==> config.mk <==
export PLATFORM = sky130hd
export DESIGN_NAME = oneshot_timer
export DESIGN_NICKNAME = d
export VERILOG_FILES = /design/src/rtl/oneshot_pkg.sv /design/src/rtl/oneshot_edge_det.sv /design/src/rtl/oneshot_core.sv /design/src/rtl/oneshot_timer.sv
export SDC_FILE = /design/constraint.sdc
export NUM_CORES = 1
export LEC_CHECK = 0
export BUFFER_PORTS_ARGS = -buffer_cell sky130_fd_sc_hd__buf_2
export CORE_MARGIN = 2
export CORE_UTILIZATION = 30
export DETAILED_ROUTE_END_ITERATION = 16
export MAX_ROUTING_LAYER = met4
export PLACE_DENSITY = 0.52
export RECOVER_POWER = 50
export SLEW_MARGIN = 5
export SYNTH_ARGS = -nofsm -noshare
export SYNTH_HDL_FRONTEND = slang
export SYNTH_SLANG_ARGS = --single-unit
==> constraint.sdc <==
create_clock -name clk_i -period 7.8 [get_ports clk_i]
set_input_delay 0.78 -clock clk_i [delete_from_list [all_inputs] [get_ports clk_i]]
set_output_delay 0.78 -clock clk_i [all_outputs]
set_load 0.01 [all_outputs]
==> src/rtl/oneshot_pkg.sv <==
package oneshot_pkg;
  typedef enum logic [1:0] {
    EDGE_NONE = 2'd0,
    EDGE_RISE = 2'd1,
    EDGE_FALL = 2'd2,
    EDGE_BOTH = 2'd3
  } edge_sel_e;
endpackage

==> src/rtl/oneshot_edge_det.sv <==
module oneshot_edge_det
  import oneshot_pkg::*;
#(
  parameter int SYNC_STAGES = 2
) (
  input  logic      clk_i,
  input  logic      rst_ni,
  input  edge_sel_e sel_i,
  input  logic      pin_i,
  output logic      edge_o
);
  logic [SYNC_STAGES-1:0] sync_q;
  logic                   prev_q;
  logic                   cur;

  assign cur = sync_q[SYNC_STAGES-1];

  always_ff @(posedge clk_i or negedge rst_ni) begin
    if (!rst_ni) begin
      sync_q <= '0;
      prev_q <= 1'b0;
    end else begin
      sync_q <= {sync_q[SYNC_STAGES-2:0], pin_i};
      prev_q <= cur;
    end
  end

  always_comb begin
    unique case (sel_i)
      EDGE_RISE: edge_o = cur & ~prev_q;
      EDGE_FALL: edge_o = ~cur & prev_q;
      EDGE_BOTH: edge_o = cur ^ prev_q;
      default:   edge_o = 1'b0;
    endcase
  end

  // edge needs a change between synchronized samples
  assert_edge_needs_change_R3: assert property (@(posedge clk_i) disable iff (!rst_ni)
    edge_o |-> (cur != prev_q));
endmodule

==> src/rtl/oneshot_core.sv <==
module oneshot_core #(
  parameter int CNT_W = 16
) (
  input  logic             clk_i,
  input  logic             rst_ni,
  input  logic             enable_i,
  input  logic             tick_i,
  input  logic             trig_i,
  input  logic [CNT_W-1:0] cmp_end_i,
  input  logic [CNT_W-1:0] cmp_start_i,
  output logic             pulse_o,
  output logic             irq_end_o,
  output logic             irq_start_o,
  output logic [CNT_W-1:0] count_o
);
  localparam logic [CNT_W-1:0] ONES = '1;

  logic             run_q;
  logic [CNT_W-1:0] cnt_q, end_q, start_q;
  logic [CNT_W-1:0] cnt_d, end_d, start_d;
  logic             chg, accept, adv, done;

  assign accept = enable_i & ~run_q & trig_i;
  assign adv    = run_q & tick_i;
  assign done   = adv & (cnt_q == end_q);

  always_comb begin
    cnt_d   = cnt_q;
    end_d   = end_q;
    start_d = start_q;
    chg     = 1'b0;
    if (!enable_i) begin
      cnt_d = ONES;
    end else if (accept) begin
      cnt_d   = '0;
      end_d   = cmp_end_i;
      start_d = cmp_start_i;
      chg     = 1'b1;
    end else if (done) begin
      cnt_d = ONES;
    end else if (adv) begin
      cnt_d = cnt_q + 1'b1;
      chg   = 1'b1;
    end
  end

  always_ff @(posedge clk_i or negedge rst_ni) begin
    if (!rst_ni) begin
      run_q       <= 1'b0;
      cnt_q       <= ONES;
      end_q       <= '0;
      start_q     <= '0;
      irq_end_o   <= 1'b0;
      irq_start_o <= 1'b0;
    end else begin
      run_q       <= enable_i & (accept | (run_q & ~done));
      cnt_q       <= cnt_d;
      end_q       <= end_d;
      start_q     <= start_d;
      irq_end_o   <= chg & (cnt_d == end_d);
      irq_start_o <= chg & (cnt_d == start_d);
    end
  end

  assign pulse_o = run_q & (cnt_q >= start_q);
  assign count_o = cnt_q;

  assert_idle_hold_R1: assert property (@(posedge clk_i) disable iff (!rst_ni)
    (!run_q && !accept) |=> (count_o == ONES));
  assert_start_zero_R4: assert property (@(posedge clk_i) disable iff (!rst_ni)
    accept |=> (count_o == '0));
  assert_ignore_retrig_R7: assert property (@(posedge clk_i) disable iff (!rst_ni)
    (run_q && enable_i && !tick_i) |=> ($stable(count_o) && $stable(end_q)));
  assert_irq_single_R8: assert property (@(posedge clk_i) disable iff (!rst_ni)
    irq_end_o |=> !irq_end_o);
  assert_disable_R10: assert property (@(posedge clk_i) disable iff (!rst_ni)
    !enable_i |=> (!pulse_o && count_o == ONES));
endmodule

==> src/rtl/oneshot_timer.sv <==
module oneshot_timer
  import oneshot_pkg::*;
#(
  parameter int CNT_W       = 16,
  parameter int SYNC_STAGES = 2
) (
  input  logic             clk_i,
  input  logic             rst_ni,
  input  logic             enable_i,
  input  logic             tick_i,
  input  logic [1:0]       edge_sel_i,
  input  logic             ext_trig_i,
  input  logic             sw_trig_i,
  input  logic [CNT_W-1:0] cmp_end_i,
  input  logic [CNT_W-1:0] cmp_start_i,
  output logic             pulse_o,
  output logic             irq_end_o,
  output logic             irq_start_o,
  output logic [CNT_W-1:0] count_o
);
  logic ext_edge;
  logic trig;

  oneshot_edge_det #(.SYNC_STAGES(SYNC_STAGES)) u_edge (
    .clk_i  (clk_i),
    .rst_ni (rst_ni),
    .sel_i  (edge_sel_e'(edge_sel_i)),
    .pin_i  (ext_trig_i),
    .edge_o (ext_edge)
  );

  assign trig = ext_edge | sw_trig_i;

  oneshot_core #(.CNT_W(CNT_W)) u_core (
    .clk_i       (clk_i),
    .rst_ni      (rst_ni),
    .enable_i    (enable_i),
    .tick_i      (tick_i),
    .trig_i      (trig),
    .cmp_end_i   (cmp_end_i),
    .cmp_start_i (cmp_start_i),
    .pulse_o     (pulse_o),
    .irq_end_o   (irq_end_o),
    .irq_start_o (irq_start_o),
    .count_o     (count_o)
  );
endmodule

==> summary.md, run 1 <==
Counting every net in the synthesized netlist gives 455. The tools report the TritonCTS sink count as 54. The worst hold path class is flip-flop to flip-flop. The clock network burns 21.7% of the power. The sum of negative setup slack was 0 ns.

Required time at the worst-slack endpoint: 7.02 ns. The clock-pin transition on the worst setup and hold timing paths came out at 0.08 ns. The worst setup path is of the flip-flop to primary output kind. The switching power total was 0.421 mW. Setup repair after global routing left no endpoint under its margin. Clock skew on the completed layout was measured at 0.0116 ns. Leaving out fill and tap cells, the most frequent cells in the layout are sky130_fd_sc_hd__nand2_1 (57), sky130_fd_sc_hd__buf_2 (56), sky130_fd_sc_hd__dfrtp_1 (38), sky130_fd_sc_hd__xnor2_1 (33), sky130_fd_sc_hd__inv_1 (25). The TritonCTS buffer count is 5, and the maximum root-to-sink buffer count is 2. The logs give 0 for the number of antenna violations at the first check in global routing and 0.870 for the final weighted congestion in routability-driven placement. The share of synthesized flip-flops with an asynchronous set or reset came out at 100%.

The flow ran to the end, but the final reports show violations. Yosys printed 0 warnings. The area enclosed by the die boundary was 0.0130 sq mm.

The initial utilization of the core area, before any placement, comes to 30.5%. The logs give 0 for the final antenna-violating net count and 0.0119 sq mm for the core area. The wire-length estimate of the detail-placed layout is 7880 microns.

After synthesis, the cell types taking the most area are sky130_fd_sc_hd__dfrtp_1 (26%), sky130_fd_sc_hd__dfstp_2 (12%), sky130_fd_sc_hd__xnor2_1 (8.0%). The tools report the number of hold buffers added after cts as 0. The sequential share of the synthesized area came out at 37.7%. The library cell occupying the most area in the post-synthesis netlist is sky130_fd_sc_hd__dfrtp_1. Headroom to the max-slew limit came out at -98.4%. The final reports fail on capacitance limit, slew limit. The routed layout has 3072 vias.

After technology mapping, the gate count stands at 396. In this run the horizontal extent of the chip is 114 microns. For the total I/O pin count, the log shows 59.

In the final design database the tool counted 504 nets. The antenna diode count came out at 0. Counting flops and latches in the post-synthesis netlist gives 54. The H-tree was split into 2 levels. The routed length per placed instance was 17.8 microns; the final hold slack was 0.352 ns. Share of cells above drive strength 1: 22.9%.

The number of flops mapped to enable cells by yosys is 0, and the number of global-route vias before repair is 3162. A synthesized cell averages 9.18 sq um. The slew at the pin with the worst max-slew slack is 2.98 ns. The worst-case IR drop observed on VDD is 0.0000955 V. Net switching is 38.6% of the power.

The startpoint type of the worst setup path is a flip-flop. Max-slew violation total from the final report: 55. Once the clock tree was built, the setup fixing pass inserted 0 buffers.

The internal power contribution was 0.669 mW; the wire length reported by the detailed router was 10500 microns. For the cell area after technology mapping, the log shows 0.00363 sq mm. TritonCTS built the clock tree. Compared with the post-synthesis result, the final layout area differs by 16.0%. The run gives 0 as the number of hold violations in the final report.

For the maximum frequency from static timing analysis, the log shows 0.263 GHz. The worst path uses 48.7% of the clock period. In the synthesized netlist the dominant register cell turns out to be sky130_fd_sc_hd__dfrtp_1. The number of optimization iterations in the first detailed-route pass was 4. The netlist uses 58 different library cells. The number of vias per cell was 5.18. The run gives 0 as the total of cells resized after clock tree synthesis. The first global-routing pass estimated 17100 microns of wire. The post-route minimum period is 3.80 ns. The final setup violation count was 0. The logs give 1 for the reported max-cap violation count and 60 for the largest net degree at the start of global routing. The logs give 3.02 ns for the arrival time of data at the critical path endpoint and 0.30 ns for the clock latency of the later-clocked register in the worst-skew pair. Global router's overall resource usage: 17.5%. The number of buffers added on ports is 58, and the power density over cell area is 258 mW/mm^2. The leading cell type in the layout, fill and taps excluded was sky130_fd_sc_hd__nand2_1. Fraction of power consumed by sequential logic: 40.2%. The portion of synthesized cell area occupied by the leading cell type works out to 26.2%. From bottom edge to top edge, the die measures 114 microns.

The tools report the overflow left after global routing as 0. Summed over all cells, the static leakage comes to 1.85 nW. The clock root buffer master was sky130_fd_sc_hd__clkbuf_16.

In this run the worst path has a maximum fanout of 7. The run gives 40 as the number of core rows. After detailed routing, the number of remaining DRC violations is 0.

The detailed router finished its first iteration with 169 violations. In this run, the combinational gates consume 38.1% of the power. STA classifies the critical path endpoint as a primary output.
-- worst paths after layout --
path,from,end,slack (ns),cells past startpoint
max in group asynchronous,rst_ni,u_core.end_q[9],4.54,2
hold / removal,u_edge.sync_q[0],u_edge.sync_q[1],0.35,0
setup / recovery,u_core.count_o[0],pulse_o,4.00,11
min in group asynchronous,rst_ni,u_core.end_q[6],1.53,2
hold reg to reg,u_edge.sync_q[0],u_edge.sync_q[1],0.35,0
setup reg to reg,u_edge.prev_q,u_core.irq_end_o,4.30,11
-- critical path, cell delays in order, from the launching register on --
cell and delay (ns):
sky130_fd_sc_hd__dfstp_1 0.65, sky130_fd_sc_hd__inv_1 0.07, sky130_fd_sc_hd__ha_1 0.28, sky130_fd_sc_hd__nand2b_1 0.14
sky130_fd_sc_hd__a21o_1 0.19, sky130_fd_sc_hd__a21o_1 0.20, sky130_fd_sc_hd__a21o_1 0.17, sky130_fd_sc_hd__a21o_1 0.18
sky130_fd_sc_hd__a21o_1 0.18, sky130_fd_sc_hd__a211oi_1 0.32, sky130_fd_sc_hd__o21ai_0 0.18, sky130_fd_sc_hd__buf_2 0.17
-- per-stage QoR --
step                power [mW]  utilization (%)  instances  area, sq um  worst slack, ns
floorplan                0.721                -        396         3630             4.80
global placement         0.854             34.2        585         4070             4.13
detailed placement       0.859             34.2        585         4070             4.06
CTS                       1.10             35.5        593         4220             4.05
global route              1.17             35.4        593         4220             3.79
finish                    1.09             35.4        593         4220             4.00
-- synth_stat cells, types with 3 or more instances --
cell                       instances
sky130_fd_sc_hd__nand2_1          57
sky130_fd_sc_hd__dfrtp_1          38
sky130_fd_sc_hd__xnor2_1          33
sky130_fd_sc_hd__inv_1            25
sky130_fd_sc_hd__o21ai_0          23
sky130_fd_sc_hd__ha_1             19
sky130_fd_sc_hd__nor2_1           18
sky130_fd_sc_hd__dfstp_2          16
sky130_fd_sc_hd__nor3_1           15
sky130_fd_sc_hd__a21oi_1          14
sky130_fd_sc_hd__a21o_1           12
sky130_fd_sc_hd__nand4_1          11
sky130_fd_sc_hd__xor2_1           10
sky130_fd_sc_hd__buf_2             8
sky130_fd_sc_hd__mux2_2            8
sky130_fd_sc_hd__clkbuf_1          7
sky130_fd_sc_hd__nand3_1           6
sky130_fd_sc_hd__and2_1            5
sky130_fd_sc_hd__nor4_1            5
sky130_fd_sc_hd__a211oi_1          4
sky130_fd_sc_hd__and3_1            4
sky130_fd_sc_hd__buf_1             4
sky130_fd_sc_hd__a211oi_2          3
sky130_fd_sc_hd__mux2i_1           3
sky130_fd_sc_hd__nand2b_1          3
sky130_fd_sc_hd__o211ai_1          3
sky130_fd_sc_hd__or4_1             3
-- flip-flops by register name, indices dropped and copies added (netlist names) --
signal              flops
u_core.end_q           16
u_core.start_q         16
u_core.irq_end_o        1
u_edge.sync_q           2
u_core.count_o         16
u_core.irq_start_o      1
u_edge.prev_q           1
u_core.run_q            1
-- metal layers --
metal	track usage (%)	up-vias	part of all wire (%)
met5	-	-	0
met3	2.81	17	6.2
met2	26.5	82	46
li1	-	1504	-
met4	5.37	0	2.1
met1	24.1	1469	46
-- cell type report --
| type | count | area [sq um] |
|---|---|---|
| Fill cell | 1239 | 7690 |
| Clock buffer | 6 | 139 |
| Timing Repair Buffer | 61 | 307 |
| Inverter | 26 | 97.6 |
| Multi-Input combinational cell | 297 | 2100 |
| Clock inverter | 2 | 16.3 |
| Sequential cell | 54 | 1370 |
| Tap cell | 147 | 184 |
-- power by group through the flow --
stage	sequential [mW]	clock [mW]	combinational, mW
CTS	0.438	0.243	0.420
global route	0.450	0.252	0.466
finish	0.438	0.237	0.415
floorplan	0.414	0	0.307
global placement	0.442	0	0.412
detailed placement	0.443	0	0.416
-- kinds of logic after synthesis --
group           share of synthesized area (%)
compound gates                           17.6
fa+ha+maj                                6.54
xor+xnor                                 10.4
flops                                    37.7
mux                                      4.03
buf+inv                                  4.92
simple gates                             18.8
Note: power is estimated with default switching activity, not from simulation.
==> inputs of run 2 (changes only) <==
Clock period 7.8 ns to 4 ns, I/O delays scaled along.
==> run 2 against run 1 <==
The flow still finishes with violations (capacitance limit, slew limit). Final area is 0.33% higher. Via count is 1.2% higher. Flip-flop and latch count stayed put. First-iteration DRC count is 32% higher. Utilization is 0.12 points higher. Register-to-register slack worse by 3.8 ns.
==> summary.md, run 2 (synthesized netlist as in run 1, its figures left out) <==
The run finished, with violations left. The checks that failed: capacitance limit, slew limit. The tools report the capturing point of the worst reg2reg path as u_core.irq_end_o.

In this run the most critical hold path is launched from ext_trig_i. Of the cells placed in the final design, the portion with a size suffix greater than 1 is 22.9%. The wire length reported by the detailed router is 11100 microns. The repair_antennas step left the layout with diodes totalling 0.

The logs give 8510 microns for the half-perimeter wire length after placement and 2 for the maximum root-to-sink buffer count. Clock-pin transition on the worst setup and hold timing paths: 0.07 ns. Biggest cell delay along the critical path: 0.84 ns. For the worst-skew pair, the clock arrives at the later sink with an insertion delay of 0.30 ns. The clock period could shrink to 3.48 ns. For the maximum frequency from static timing analysis, the log shows 0.287 GHz.

In the layout the commonest cells are sky130_fd_sc_hd__nand2_1 (57), sky130_fd_sc_hd__buf_2 (56), sky130_fd_sc_hd__dfrtp_1 (38), sky130_fd_sc_hd__xnor2_1 (33), sky130_fd_sc_hd__inv_1 (25). The count of nets left with antenna violations once routing finished came out at 0. The TritonCTS buffer count is 5, and the reported max-cap violation count is 1. After layout, the worst setup slack is 0.517 ns. After the first detailed-routing iteration, the DRC count stood at 223. The multi-input combinational cells in the finished layout cover a total of 0.00210 sq mm. In this run the vertical extent of the chip is 114 microns. The congestion estimate from routability-driven global placement came to 0.952. Counting every sink on the clock net gives 54. Max-slew violation total from the final report: 55.

Traced cell by cell, the critical path runs through xnor2_1, nand4_1, or4_1, a211oi_2, mux2_1, a21oi_1, nor4bb_1, o2111a_1. 59 I/O pins were placed. The sum of negative setup slack was 0 ns. The startpoint identified for the worst register-to-register timing path is u_core.count_o[15]. The run gives 40 as the number of core rows.

Together, buffers and inverters on the worst path number 0. The setup path with the least slack is of type flip-flop to flip-flop. Entering global routing, the biggest net connects 55 pins. In the routed layout, each cell is associated on average with a via count of 5.22.

The worst setup path is launched from a flip-flop. In this run the clock root is driven by a sky130_fd_sc_hd__clkbuf_16. The initial utilization of the core area, before any placement, comes to 30.5%.

STA classifies the critical path endpoint as a flip-flop. Data arrives at the worst endpoint at 3.72 ns. At the placement stage, the worst setup path has a slack of 0.642 ns. In this run the tool buffered the top-level ports with 58 buffer cells. The number of optimization iterations in the first detailed-route pass is 4, and the area growth from synthesis to final layout is 16.4%.

The core region is 0.0119 sq mm. In this run, post-CTS hold repair placed 0 buffers. The layout has 1253 filler cells. The required time at the worst-slack endpoint is 4.24 ns. After detailed routing, the number of remaining DRC violations is 0. CTS built an H-tree with a depth of 2.

Along the worst path, the maximum fanout reaches 11. For the static leakage, the log shows 1.86 nW. Register-to-register setup slack: 0.52 ns. Worst hold path class: input port to flip-flop.

The worst hold path terminates at u_edge.sync_q[0]. Grouping stages by cell kind, the critical path spends the most delay in simple AND/OR/NAND/NOR gates. The tools report the number of hold violations in the final report as 0.

The run gives 3110 as the routed via count. Headroom to the max-slew limit came out at -110%. The total of cells resized after clock tree synthesis was 0; the number of cells on the worst reg-to-reg path was 8.

TritonCTS built the clock tree. The ratio of final minimum period to clock period was 87.1%. Summing all flip-flop and latch instances after layout gives 0.00137 sq mm.

The run gives 18000 microns as the wire length of the first global-routing pass. Leaving out fill and tap cells, the most frequent cell in the layout is sky130_fd_sc_hd__nand2_1. Clock skew: 0.00665 ns. In this run the post-CTS setup repair buffer count came out at 0.

For the pin with the worst max-slew slack, the measured transition is 3.14 ns. The die covers 0.0130 sq mm. The worst supply voltage drop on vdd was 0.000178 V. On the critical path, the stage with the largest delay is an instance of sky130_fd_sc_hd__or4_1. For the final setup violation count, the log shows 0.

The width of the chip is 114 microns. The logs give 3180 for the number of global-route vias before repair and 507 for the number of nets at the end of the flow. After global routing the overflow that remains totals 0.

The number of antenna violations at the first check in global routing came out at 0. Global routing consumed, over all layers together, 18.6% of the routing resources. The cell depth of the worst min-delay path is 1, and the power density over cell area is 506 mW/mm^2. Setup repair after global routing left no endpoint under its margin.

Dividing the detail-routed wire length by the instance count gives 18.6 microns.
-- run 2: layer usage --
metal,up-vias,global-route usage [%],share of wire [%]
met5,-,-,0
met2,92,29.6,47
met1,1501,25.2,46
met4,0,3.98,1.1
met3,7,3.12,5.4
li1,1510,-,-
-- run 2: where the power goes --
part / leakage (nW) / internal [mW] / switching (mW)
logic: 1.16 / 0.368 / 0.465
clock network: 0.0712 / 0.251 / 0.205
registers: 0.630 / 0.689 / 0.160
total: 1.86 / 1.31 / 0.831
-- run 2: how the worst max path moves through the flow --
stage | start | cells past startpoint | slack, ns | to
3_3_place_gp | u_core.count_o[9] | 8 | 0.73 | u_core.irq_end_o
4_1_cts | u_core.count_o[0] | 11 | 0.58 | pulse_o
5_1_grt | rst_ni | 2 | 0.34 | u_core.end_q[9]
6_report | u_core.count_o[15] | 8 | 0.52 | u_core.irq_end_o
3_5_place_dp | u_core.count_o[2] | 8 | 0.64 | u_core.irq_end_o
2_1_floorplan | u_core.count_o[10] | 10 | 1.15 | u_core.irq_end_o
-- run 2: layout make-up --
type                       count  share of cell area (%)
timing repair buffer          64                    7.78
tap                          147                    4.35
sequential                    54                    32.4
multi-input combinational    297                    49.7
clock buffer                   8                    3.46
inverter                      26                    2.31
-- run 2: stage by stage --
| step | hold slack [ns] | power (mW) | std cells | utilization [%] | instance area, sq um |
|---|---|---|---|---|---|
| 2_1_floorplan | 0.104 | 1.41 | 396 | - | 3630 |
| 3_3_place_gp | 0.334 | 1.69 | 588 | 34.3 | 4090 |
| 3_5_place_dp | 0.346 | 1.69 | 588 | 34.3 | 4090 |
| 4_1_cts | 0.211 | 2.16 | 596 | 35.6 | 4240 |
| 5_1_grt | 0.203 | 2.29 | 596 | 35.5 | 4230 |
| 6_report | 0.214 | 2.14 | 596 | 35.5 | 4230 |
